<file path="config.mk">
export PLATFORM = sky130hd
export DESIGN_NAME = irq_aggregator
export DESIGN_NICKNAME = d
export VERILOG_FILES = /design/src/rtl/irq_agg_pkg.sv /design/src/rtl/irq_group.sv /design/src/rtl/irq_holdoff.sv /design/src/rtl/irq_aggregator.sv
export SDC_FILE = /design/constraint.sdc
export NUM_CORES = 1
export LEC_CHECK = 0
export ABC_AREA = 1
export BUFFER_PORTS_ARGS = -buffer_cell sky130_fd_sc_hd__buf_4
export CORE_AREA = 2 2 212 214
export DETAILED_ROUTE_END_ITERATION = 16
export DIE_AREA = 0 0 214 216
export PLACE_DENSITY = 0.58
export SLEW_MARGIN = 40
export SYNTH_ARGS = -nofsm -noshare
export SYNTH_HDL_FRONTEND = slang
export SYNTH_SLANG_ARGS = --single-unit
</file>
<file path="constraint.sdc">
create_clock -name clk -period 3 [get_ports clk]
set_clock_uncertainty 0.05 [all_clocks]
set_input_delay 0.6 -clock clk [delete_from_list [all_inputs] [get_ports clk]]
set_output_delay 0.6 -clock clk [all_outputs]
set_load 0.005 [all_outputs]
</file>
<file path="src/rtl/irq_agg_pkg.sv">
package irq_agg_pkg;

  typedef enum logic [3:0] {
    SEL_NONE,
    SEL_TOP_SRC, SEL_TOP_SET, SEL_TOP_CLR, SEL_TOP_MASK,
    SEL_USB_SRC, SEL_USB_SET, SEL_USB_CLR, SEL_USB_MASK,
    SEL_DMA_SRC, SEL_DMA_SET, SEL_DMA_CLR, SEL_DMA_MASK,
    SEL_CFG
  } reg_sel_e;

  localparam logic [7:0] OFS_TOP_SRC  = 8'h00;
  localparam logic [7:0] OFS_TOP_SET  = 8'h04;
  localparam logic [7:0] OFS_TOP_CLR  = 8'h08;
  localparam logic [7:0] OFS_TOP_MASK = 8'h0C;
  localparam logic [7:0] OFS_USB_SRC  = 8'h10;
  localparam logic [7:0] OFS_USB_SET  = 8'h14;
  localparam logic [7:0] OFS_USB_CLR  = 8'h18;
  localparam logic [7:0] OFS_USB_MASK = 8'h1C;
  localparam logic [7:0] OFS_DMA_SRC  = 8'h20;
  localparam logic [7:0] OFS_DMA_SET  = 8'h24;
  localparam logic [7:0] OFS_DMA_CLR  = 8'h28;
  localparam logic [7:0] OFS_DMA_MASK = 8'h2C;
  localparam logic [7:0] OFS_CFG      = 8'h30;

  localparam int unsigned POL_BIT     = 17;
  localparam int unsigned USB_TX_BIT  = 9;
  localparam int unsigned USB_RX_BIT  = 8;
  localparam int unsigned DMA_SUM_BIT = 24;

  function automatic reg_sel_e decode_ofs(input logic [7:0] ofs);
    reg_sel_e s;
    case (ofs)
      OFS_TOP_SRC:  s = SEL_TOP_SRC;
      OFS_TOP_SET:  s = SEL_TOP_SET;
      OFS_TOP_CLR:  s = SEL_TOP_CLR;
      OFS_TOP_MASK: s = SEL_TOP_MASK;
      OFS_USB_SRC:  s = SEL_USB_SRC;
      OFS_USB_SET:  s = SEL_USB_SET;
      OFS_USB_CLR:  s = SEL_USB_CLR;
      OFS_USB_MASK: s = SEL_USB_MASK;
      OFS_DMA_SRC:  s = SEL_DMA_SRC;
      OFS_DMA_SET:  s = SEL_DMA_SET;
      OFS_DMA_CLR:  s = SEL_DMA_CLR;
      OFS_DMA_MASK: s = SEL_DMA_MASK;
      OFS_CFG:      s = SEL_CFG;
      default:      s = SEL_NONE;
    endcase
    return s;
  endfunction

endpackage

</file>
<file path="src/rtl/irq_group.sv">
module irq_group #(
  parameter int unsigned W        = 32,
  parameter int unsigned NSUM     = 1,
  parameter logic [W-1:0] MASK_RST = '0
) (
  input  logic            clk,
  input  logic            rst_n,
  input  logic            set_we,
  input  logic            clr_we,
  input  logic            mask_we,
  input  logic [W-1:0]    wdata,
  output logic [W-1:0]    pend_q,
  output logic [W-1:0]    mask_q,
  output logic            upd,
  output logic [NSUM-1:0] sum_d
);
  localparam int unsigned SW = W / NSUM;

  logic [W-1:0] pend_d, mask_d;

  always_comb begin
    pend_d = pend_q;
    if (set_we) pend_d = pend_d | wdata;
    if (clr_we) pend_d = pend_d & ~wdata;
    mask_d = mask_we ? wdata : mask_q;
  end

  assign upd = set_we | clr_we | mask_we;

  for (genvar g = 0; g < NSUM; g++) begin : g_sum
    assign sum_d[g] = |(pend_d[g*SW +: SW] & ~mask_d[g*SW +: SW]);
  end

  always_ff @(posedge clk or negedge rst_n) begin
    if (!rst_n) begin
      pend_q <= '0;
      mask_q <= MASK_RST;
    end else begin
      pend_q <= pend_d;
      mask_q <= mask_d;
    end
  end
endmodule

</file>
<file path="src/rtl/irq_holdoff.sv">
module irq_holdoff #(
  parameter int unsigned HOLD_CYCLES = 30_000_000
) (
  input  logic clk,
  input  logic rst_n,
  input  logic pwr_on,
  output logic en
);
  localparam int unsigned CW = $clog2(HOLD_CYCLES + 1);

  logic          pwr_q, run_q;
  logic [CW-1:0] cnt_q;

  always_ff @(posedge clk or negedge rst_n) begin
    if (!rst_n) begin
      pwr_q <= 1'b0;
      run_q <= 1'b0;
      en    <= 1'b0;
      cnt_q <= '0;
    end else begin
      pwr_q <= pwr_on;
      if (pwr_on && !pwr_q) begin
        en    <= 1'b0;
        run_q <= 1'b1;
        cnt_q <= CW'(HOLD_CYCLES);
      end else if (run_q) begin
        cnt_q <= cnt_q - 1'b1;
        if (cnt_q == CW'(1)) begin
          run_q <= 1'b0;
          en    <= pwr_on;
        end
      end
    end
  end
endmodule

</file>
<file path="src/rtl/irq_aggregator.sv">
module irq_aggregator
  import irq_agg_pkg::*;
#(
  parameter int unsigned DATA_W      = 32,
  parameter int unsigned ADDR_W      = 8,
  parameter int unsigned EVT_W       = 5,
  parameter int unsigned HOLD_CYCLES = 30_000_000
) (
  input  logic              clk,
  input  logic              rst_n,
  input  logic              bus_valid,
  output logic              bus_ready,
  input  logic              bus_write,
  input  logic [ADDR_W-1:0] bus_addr,
  input  logic [DATA_W-1:0] bus_wdata,
  output logic              rsp_valid,
  output logic [DATA_W-1:0] rsp_data,
  input  logic              evt_valid,
  input  logic [EVT_W-1:0]  evt_num,
  input  logic              evt_level,
  input  logic              pwr_on,
  output logic              irq,
  output logic              usb_clr_valid,
  output logic [DATA_W-1:0] usb_clr_data
);
  localparam int unsigned USB_NSUM = 2;
  localparam int unsigned DMA_NSUM = 1;

  reg_sel_e sel;
  logic     wr, rd, bad_addr;

  always_comb begin
    if ((ADDR_W > 8) && ((bus_addr >> 8) != '0)) sel = SEL_NONE;
    else sel = decode_ofs(bus_addr[7:0]);
  end

  assign bus_ready = 1'b1;
  assign wr        = bus_valid & bus_write;
  assign rd        = bus_valid & ~bus_write;
  assign bad_addr  = (sel == SEL_NONE);

  logic [DATA_W-1:0]   usb_pend_q, usb_mask_q, dma_pend_q, dma_mask_q;
  logic                usb_upd, dma_upd;
  logic [USB_NSUM-1:0] usb_sum;
  logic [DMA_NSUM-1:0] dma_sum;

  irq_group #(.W(DATA_W), .NSUM(USB_NSUM), .MASK_RST('0)) u_usb (
    .clk(clk), .rst_n(rst_n),
    .set_we(wr && sel == SEL_USB_SET),
    .clr_we(wr && sel == SEL_USB_CLR),
    .mask_we(wr && sel == SEL_USB_MASK),
    .wdata(bus_wdata),
    .pend_q(usb_pend_q), .mask_q(usb_mask_q),
    .upd(usb_upd), .sum_d(usb_sum)
  );

  irq_group #(.W(DATA_W), .NSUM(DMA_NSUM), .MASK_RST('0)) u_dma (
    .clk(clk), .rst_n(rst_n),
    .set_we(wr && sel == SEL_DMA_SET),
    .clr_we(wr && sel == SEL_DMA_CLR),
    .mask_we(wr && sel == SEL_DMA_MASK),
    .wdata(bus_wdata),
    .pend_q(dma_pend_q), .mask_q(dma_mask_q),
    .upd(dma_upd), .sum_d(dma_sum)
  );

  logic hold_en;

  irq_holdoff #(.HOLD_CYCLES(HOLD_CYCLES)) u_hold (
    .clk(clk), .rst_n(rst_n), .pwr_on(pwr_on), .en(hold_en)
  );

  logic [DATA_W-1:0] top_q, top_d, tmask_q, cfg_q;

  always_comb begin
    top_d = top_q;
    if (wr && sel == SEL_TOP_SET) top_d = top_d | bus_wdata;
    if (wr && sel == SEL_TOP_CLR) top_d = top_d & ~bus_wdata;
    if (evt_valid) top_d[evt_num] = evt_level;
    if (usb_upd) begin
      top_d[USB_TX_BIT] = usb_sum[0];
      top_d[USB_RX_BIT] = usb_sum[1];
    end
    if (dma_upd) top_d[DMA_SUM_BIT] = dma_sum[0];
  end

  logic any_pend;
  assign any_pend = |(top_q & ~tmask_q);

  logic [DATA_W-1:0] rd_mux;

  always_comb begin
    case (sel)
      SEL_TOP_SRC, SEL_TOP_SET, SEL_TOP_CLR: rd_mux = top_q;
      SEL_TOP_MASK:                          rd_mux = tmask_q;
      SEL_USB_SRC, SEL_USB_SET, SEL_USB_CLR: rd_mux = usb_pend_q;
      SEL_USB_MASK:                          rd_mux = usb_mask_q;
      SEL_DMA_SRC, SEL_DMA_SET, SEL_DMA_CLR: rd_mux = dma_pend_q;
      SEL_DMA_MASK:                          rd_mux = dma_mask_q;
      SEL_CFG:                               rd_mux = cfg_q;
      default:                               rd_mux = '0;
    endcase
  end

  always_ff @(posedge clk or negedge rst_n) begin
    if (!rst_n) begin
      top_q         <= '0;
      tmask_q       <= '1;
      cfg_q         <= '0;
      irq           <= 1'b0;
      rsp_valid     <= 1'b0;
      rsp_data      <= '0;
      usb_clr_valid <= 1'b0;
      usb_clr_data  <= '0;
    end else begin
      top_q <= top_d;
      if (wr && sel == SEL_TOP_MASK) tmask_q <= bus_wdata;
      if (wr && sel == SEL_CFG)      cfg_q   <= bus_wdata;
      irq           <= hold_en & (cfg_q[POL_BIT] ? any_pend : ~any_pend);
      rsp_valid     <= rd;
      rsp_data      <= rd ? rd_mux : '0;
      usb_clr_valid <= wr && sel == SEL_USB_CLR;
      usb_clr_data  <= (wr && sel == SEL_USB_CLR) ? ~bus_wdata : '0;
    end
  end
endmodule

</file>
After elaboration in Yosys (flattened, before gate mapping). Memories as Yosys holds them, arrays and structs flattened. Cells that the tools add are included. W data, S select, Z words.

Register bits after elaboration: 319. ROM bits: 256. Input bits: 52. Memories kept: 1.

Memories: (name not given) (depth 64, width 4, read ports 1, clocked after memory_dff 0, wr ports 0, line irq_agg_pkg.sv:32) `case (ofs)`.

Add/subtract/negate cells: 1. Magnitude comparators: 2. Equality and inequality tests: 14. Multiplexer cells: 27. Bitwise gates (word level): 24. Reduce and logical (&&, ||, !) cells: 24.

Operators by type and width (number): $mux W32 (11); $pmux W32 S7 (1); $and A32 B32 Y32 (5); $not A32 Y32 (3); $or A32 B32 Y32 (3); $reduce_or A32 Y1 (2); $mux W25 (2); $and A16 B16 Y16 (2); $bwmux W32 (1); $not A16 Y16 (2); $reduce_or A16 Y1 (2); $eq A25 B1 Y1 const B (1); $sub A25 B1 Y25 const B (1); $eq A4 B4 Y1 const B (6); $eq A4 B3 Y1 const B (4); $logic_and A1 B1 Y1 (12); $mux W1 (9); $reduce_or A3 Y1 (3); $eq A4 B2 Y1 const B (2); $lt A5 B6 Y1 const B (1); $demux W1 S5 (1); $ge A5 B1 Y1 const B (1); $eq A4 B1 Y1 const B (1); $mux W4 (1); 8 further kinds (15).

Longest topological paths before layout.
Depth after elaboration: 10. Mapped depth: 20. Mapped depth without buffers: 19.

Cells and area by module. From an unflattened synthesis, not the netlist that was laid out.

Cell total of the unflattened synthesis: 2370. Area, all modules: 17021.3 um^2.

By module, submodules not included: irq_aggregator (times used 1, cells an instance 1265, area each 8993.6 um^2); irq_group at u_dma (times used 1, cells an instance 452, area each 3318.2 um^2); irq_group at u_usb (times used 1, cells an instance 429, area each 3002.9 um^2); irq_holdoff (times used 1, cells an instance 224, area each 1706.6 um^2).

Least setup slack after synthesis. OpenSTA, ideal clock, no wires.

Path kind: input to register. From: input bus_addr[1]. To: register top_q[8]. Library setup time: 0.117 ns. Arrival time: 2.159 ns. Required time: 2.833 ns. Slack: 0.674 ns. Stages on the path: 19. Path through: nor2_4 nand2_2 nand2_1 nand2_2 inv_2 nand2_1 nor2_4 nand3_2 inv_2 buf_4 nand2_1 nand2_1 nor2_1 nor2_1 nand2_1 nor2_1 nand2_1 nand2_1 nand2_1.

Longest elaborated chain between the ends: 10. Elaborated cells on any way between the ends: 27.

Ends and longest elaborated chain: from (decl) (line irq_aggregator.sv:14) `input logic [ADDR_W-1:0] bus_addr,`; $mem_v2 Z64 W4 (*); $mux W4 (*) (line irq_agg_pkg.sv:32); $eq A4 B3 Y1 / $eq A4 B2 Y1 (equally long branches) (line irq_aggregator.sv:49, irq_aggregator.sv:77); $logic_and A1 B1 Y1, on equally long branches (line irq_aggregator.sv:49, irq_aggregator.sv:77); $mux W32, on equally long branches (line irq_group.sv:23, irq_aggregator.sv:77); $and A32 B32 Y32, on equally long branches (line irq_group.sv:24, irq_aggregator.sv:78); $mux W32, on equally long branches (line irq_group.sv:24, irq_aggregator.sv:78); $and A16 B16 Y16 / $bwmux W32 (equally long branches) (line irq_group.sv:31, irq_aggregator.sv:79); $reduce_or A16 Y1 / $mux W32 (equally long branches) (line irq_group.sv:31, irq_aggregator.sv:79); $mux W2 (*) (line irq_aggregator.sv:80) `if (usb_upd) begin`; net top_d[8] (line irq_aggregator.sv:73) `logic [DATA_W-1:0] top_q, top_d, tmask_q, cfg_q;`; to (signal assigned) (line irq_aggregator.sv:116) `top_q <= top_d;`; to (decl) (line irq_aggregator.sv:73).

Mark *: on every way through the listed nets, which the timed path passes. The rest lies on a longest branch. A chain may end at the register's enable or synchronous reset.

Worst setup path in the final report.
From: input bus_addr[7]. To: register rsp_data[28].

Longest elaborated chain between the ends: 6. Elaborated cells on any way between the ends: 20.

Ends and longest elaborated chain: $logic_not A2 Y1 (*) (line irq_agg_pkg.sv:32); $mux W4 (*) (line irq_agg_pkg.sv:32); $eq A4 B4 Y1, or another cell as far along (line irq_aggregator.sv:93) `case (sel)`; $reduce_or A3 Y1 (line irq_aggregator.sv:93); $pmux W32 S7 (*) (line irq_aggregator.sv:93); $mux W32 (*) (line irq_aggregator.sv:121) `rsp_data <= rd ? rd_mux : '0;`; to (signal assigned) (line irq_aggregator.sv:121); to (decl) (line irq_aggregator.sv:17) `output logic [DATA_W-1:0] rsp_data,`.

Mark *: on every way between the ends. The rest lies on a longest branch, timed or not.

==> flow_summary.yaml <==
synth:
  synth_top_area_share_pct: 47.3
  synth_seq_area_share_pct: 52.9
  synth_cell_type_count: 46
  async_flop_share_pct: 100
  syn_area_sq_um: 15200
  ys_ff_latch: 319
  synth_top_area_cell: "dfrtp_1"
  syn_inst: 1883
  syn_area_per_cell_sq_um: 8.06
  synth.area.top_cells: "dfrtp_1 (47%), nand2_1 (9.8%), inv_1 (7.5%)"
  synth.net_count: 1937
  synth-edff-count: 0
  synth-main-ff-cell: "dfrtp_1"
  ys_warn_count: 0
timing:
  min_period_ns: 2.37
  rsz0062_at_grt: "false"
  setup-violations-final: 0
  slew_headroom_pct: 39.5
  slew_viol_final: 0
  layout_worst_path_cycle_share_pct: 78.9
  fmax_mhz: 423
  hold_viol_final: 0
  tightest_slew_ns: 0.905
  setup_tns_ns: 0
global_routing:
  grt-ovfl-total: 0
  track_usage_pct: 21.1
  grt_max_degree: 70
  antenna_found_initial: 1
  grt_pass1_vias: 13324
  grt_pass1_wl_mm: 76.2
floorplan:
  core_sq_um: 43800
  die_x_um: 214
  num_io_pins: 120
  die_y_um: 216
  num_rows: 77
  initial_core_util_pct: 34.6
  die_area_sq_um: 46200
placed_design:
  hpwlAfterDp_mm: 35.0
  gp_congestion: 0.903
  portBuffers: 118
  place_area_sq_um: 17100
worst_setup_path:
  critPathKind: "primary input to flop"
  cp_slowest_stage_delay_ns: 0.49
  cp_data_arrival_time_ns: 2.71
  endpoint_kind: "flop"
  crit_chain: "buf_4, nor2_2, nand3_1, nor2_1, inv_1, nand2_2, nor2_1, inv_1, o21ai_0, a221oi_1, a21oi_1"
  critPathSlowestCell: "inv_1"
  worst_setup_path_start_kind: "primary input"
  required_ns: 3.34
  cp_max_fo: 12
final_layout:
  nNetsFinal: 2082
  final_area_sq_um: 18400
  drive_gt1_share_pct: 14.9
  final_cell_mix: "nand2_1 (395), inv_1 (305), dfrtp_1 (287), o21ai_0 (208), buf_4 (168)"
  syn2layout_area_growth_pct: 21.1
  final_common_cell: "nand2_1"
clock_tree:
  post-cts-setup-buffer-count: 0
  cts_buffers: 38
  clockBufferDepth: 3
  h-tree-depth: 2
  cts_sinks: 319
  cts_tree: "built"
  root_buffer: "clkbuf_16"
  worstSkewPairLatency_ns: 0.55
  cts.reportedPaths.clkPinSlew_ns: 0.06
detailed_routing:
  wl_met2_mm: 24.2
  drt_iter0_drc: 972
  top_layer: "met4"
  drc: 0
  via_per_inst: 5.06
  met1Wirelength_mm: 20.3
  vias: 13412
  routedWlPerCell_um: 18.3
  final_antenna_net_count: 0
  firstDrtPassIters: 5
  route.met3.wl_mm: 2.37
  wirelength_mm: 48.6
power:
  power.density_nw_per_um2: 612
  p_leak_nw: 8.89
  ir_worst_vdd_uv: 423
flow_run:
  max_cap_viol_count: 0
hold_path:
  min_path_type: "primary input to flop"
run_status:
  outcome: "finished clean"
[critical path: cells and delay by family]
kind                   cells  cell delay (ns)
AO/OA/AOI/OAI              3             0.72
AND/OR/NAND/NOR            5             0.70
buffers and inverters      3             0.68
[layout make-up]
cell class,count,area (sq um)
diodes,1,2.50
clock buffers,53,1140
clock inverters,14,143
fillers,4452,25500
inverters,311,1170
multi-input cells,1177,5650
flip-flops and latches,319,8020
well taps,592,741
repair buffers,181,1510
[sequential cells by signal (all words and copies together) (netlist names)]
register and flops:
irq 1, u_hold.pwr_q 1, u_dma.mask_q 32, u_hold.run_q 1, u_hold.cnt_q 25, u_dma.pend_q 32
rsp_valid 1, usb_clr_valid 1, usb_clr_data 32, cfg_q 32, tmask_q 32, rsp_data 32
u_usb.mask_q 32, u_usb.pend_q 32, top_q 32, u_hold.en 1
[path summary, 6_finish.rpt]
| kind | to | start | slack (ns) | depth (start not counted) |
|---|---|---|---|---|
| worst min-delay path | u_hold.pwr_q | pwr_on | 0.12 | 1 |
| min in group asynchronous | usb_clr_data[5] | rst_n | 0.51 | 2 |
| worst max register to register | u_hold.cnt_q[21] | u_hold.run_q | 0.79 | 10 |
| worst max-delay path | rsp_data[28] | bus_addr[7] | 0.63 | 11 |
| worst min register to register | cfg_q[23] | cfg_q[23] | 0.43 | 2 |
| max in group asynchronous | u_dma.mask_q[28] | rst_n | 1.45 | 3 |
[report_power, final]
| part | switching [W] | internal, W | leakage [nW] |
|---|---|---|---|
| clock network | 0.00188 | 0.00283 | 0.617 |
| logic | 0.000956 | 0.000517 | 4.57 |
| registers | 0.000283 | 0.00477 | 3.70 |
[per-layer routing]
layer  track usage, %  vias up
li1                 -     6426
met1             26.6     6467
met2             36.3      427
met3             2.85       92
met4             9.23        0
met5                0        -
[cell families after synthesis]
family	Yosys count	synth area share (%)
DFF	319	52.9
other	1	0.0247
AOI/OAI and AO/OA	483	18.0
buffers and inverters	387	9.97
and+or+nand+nor	691	18.9
adders and majority gates	2	0.165
[through the flow]
step	hold slack [ns]	cells	util, %	total power [W]	worst slack [ns]
2_1_floorplan	0.254	1883	-	0.00596	0.674
3_3_place_gp	0.416	2579	39.0	0.00655	0.103
3_5_place_dp	0.424	2579	39.0	0.00659	0.0781
4_1_cts	0.0961	2647	41.9	0.0113	0.660
5_1_grt	0.108	2648	41.9	0.0118	0.397
6_report	0.122	2648	41.9	0.0112	0.633
[cells in the mapped netlist, types with 2 or more instances]
cell	number
clkbuf_1	44
a31oi_1	21
dfstp_2	32
o31ai_1	2
dfrtp_1	287
nand2_1	397
a211oi_1	3
nor2_1	155
ha_1	2
nor2_4	2
nand2_2	7
a221oi_1	18
o22ai_1	79
a22oi_1	12
nor2_2	4
nor4_1	6
nand3_1	42
buf_1	4
nor3_1	48
o21ai_1	11
nand3_2	4
o21bai_1	7
o21a_1	10
inv_2	5
buf_4	5
inv_1	305
o211ai_1	5
buf_6	2
nand3b_1	2
buf_2	21
nand4_1	12
a21oi_1	100
and2_1	9
o21ai_0	208
[what timing repair did]
item / 4_1_cts / 5_1_grt
gates resized for setup: 0 / 0
endpoints found under the hold margin: 32 / 0
hold buffers: 1 / 0
Power figures use the tool's default switching activity.
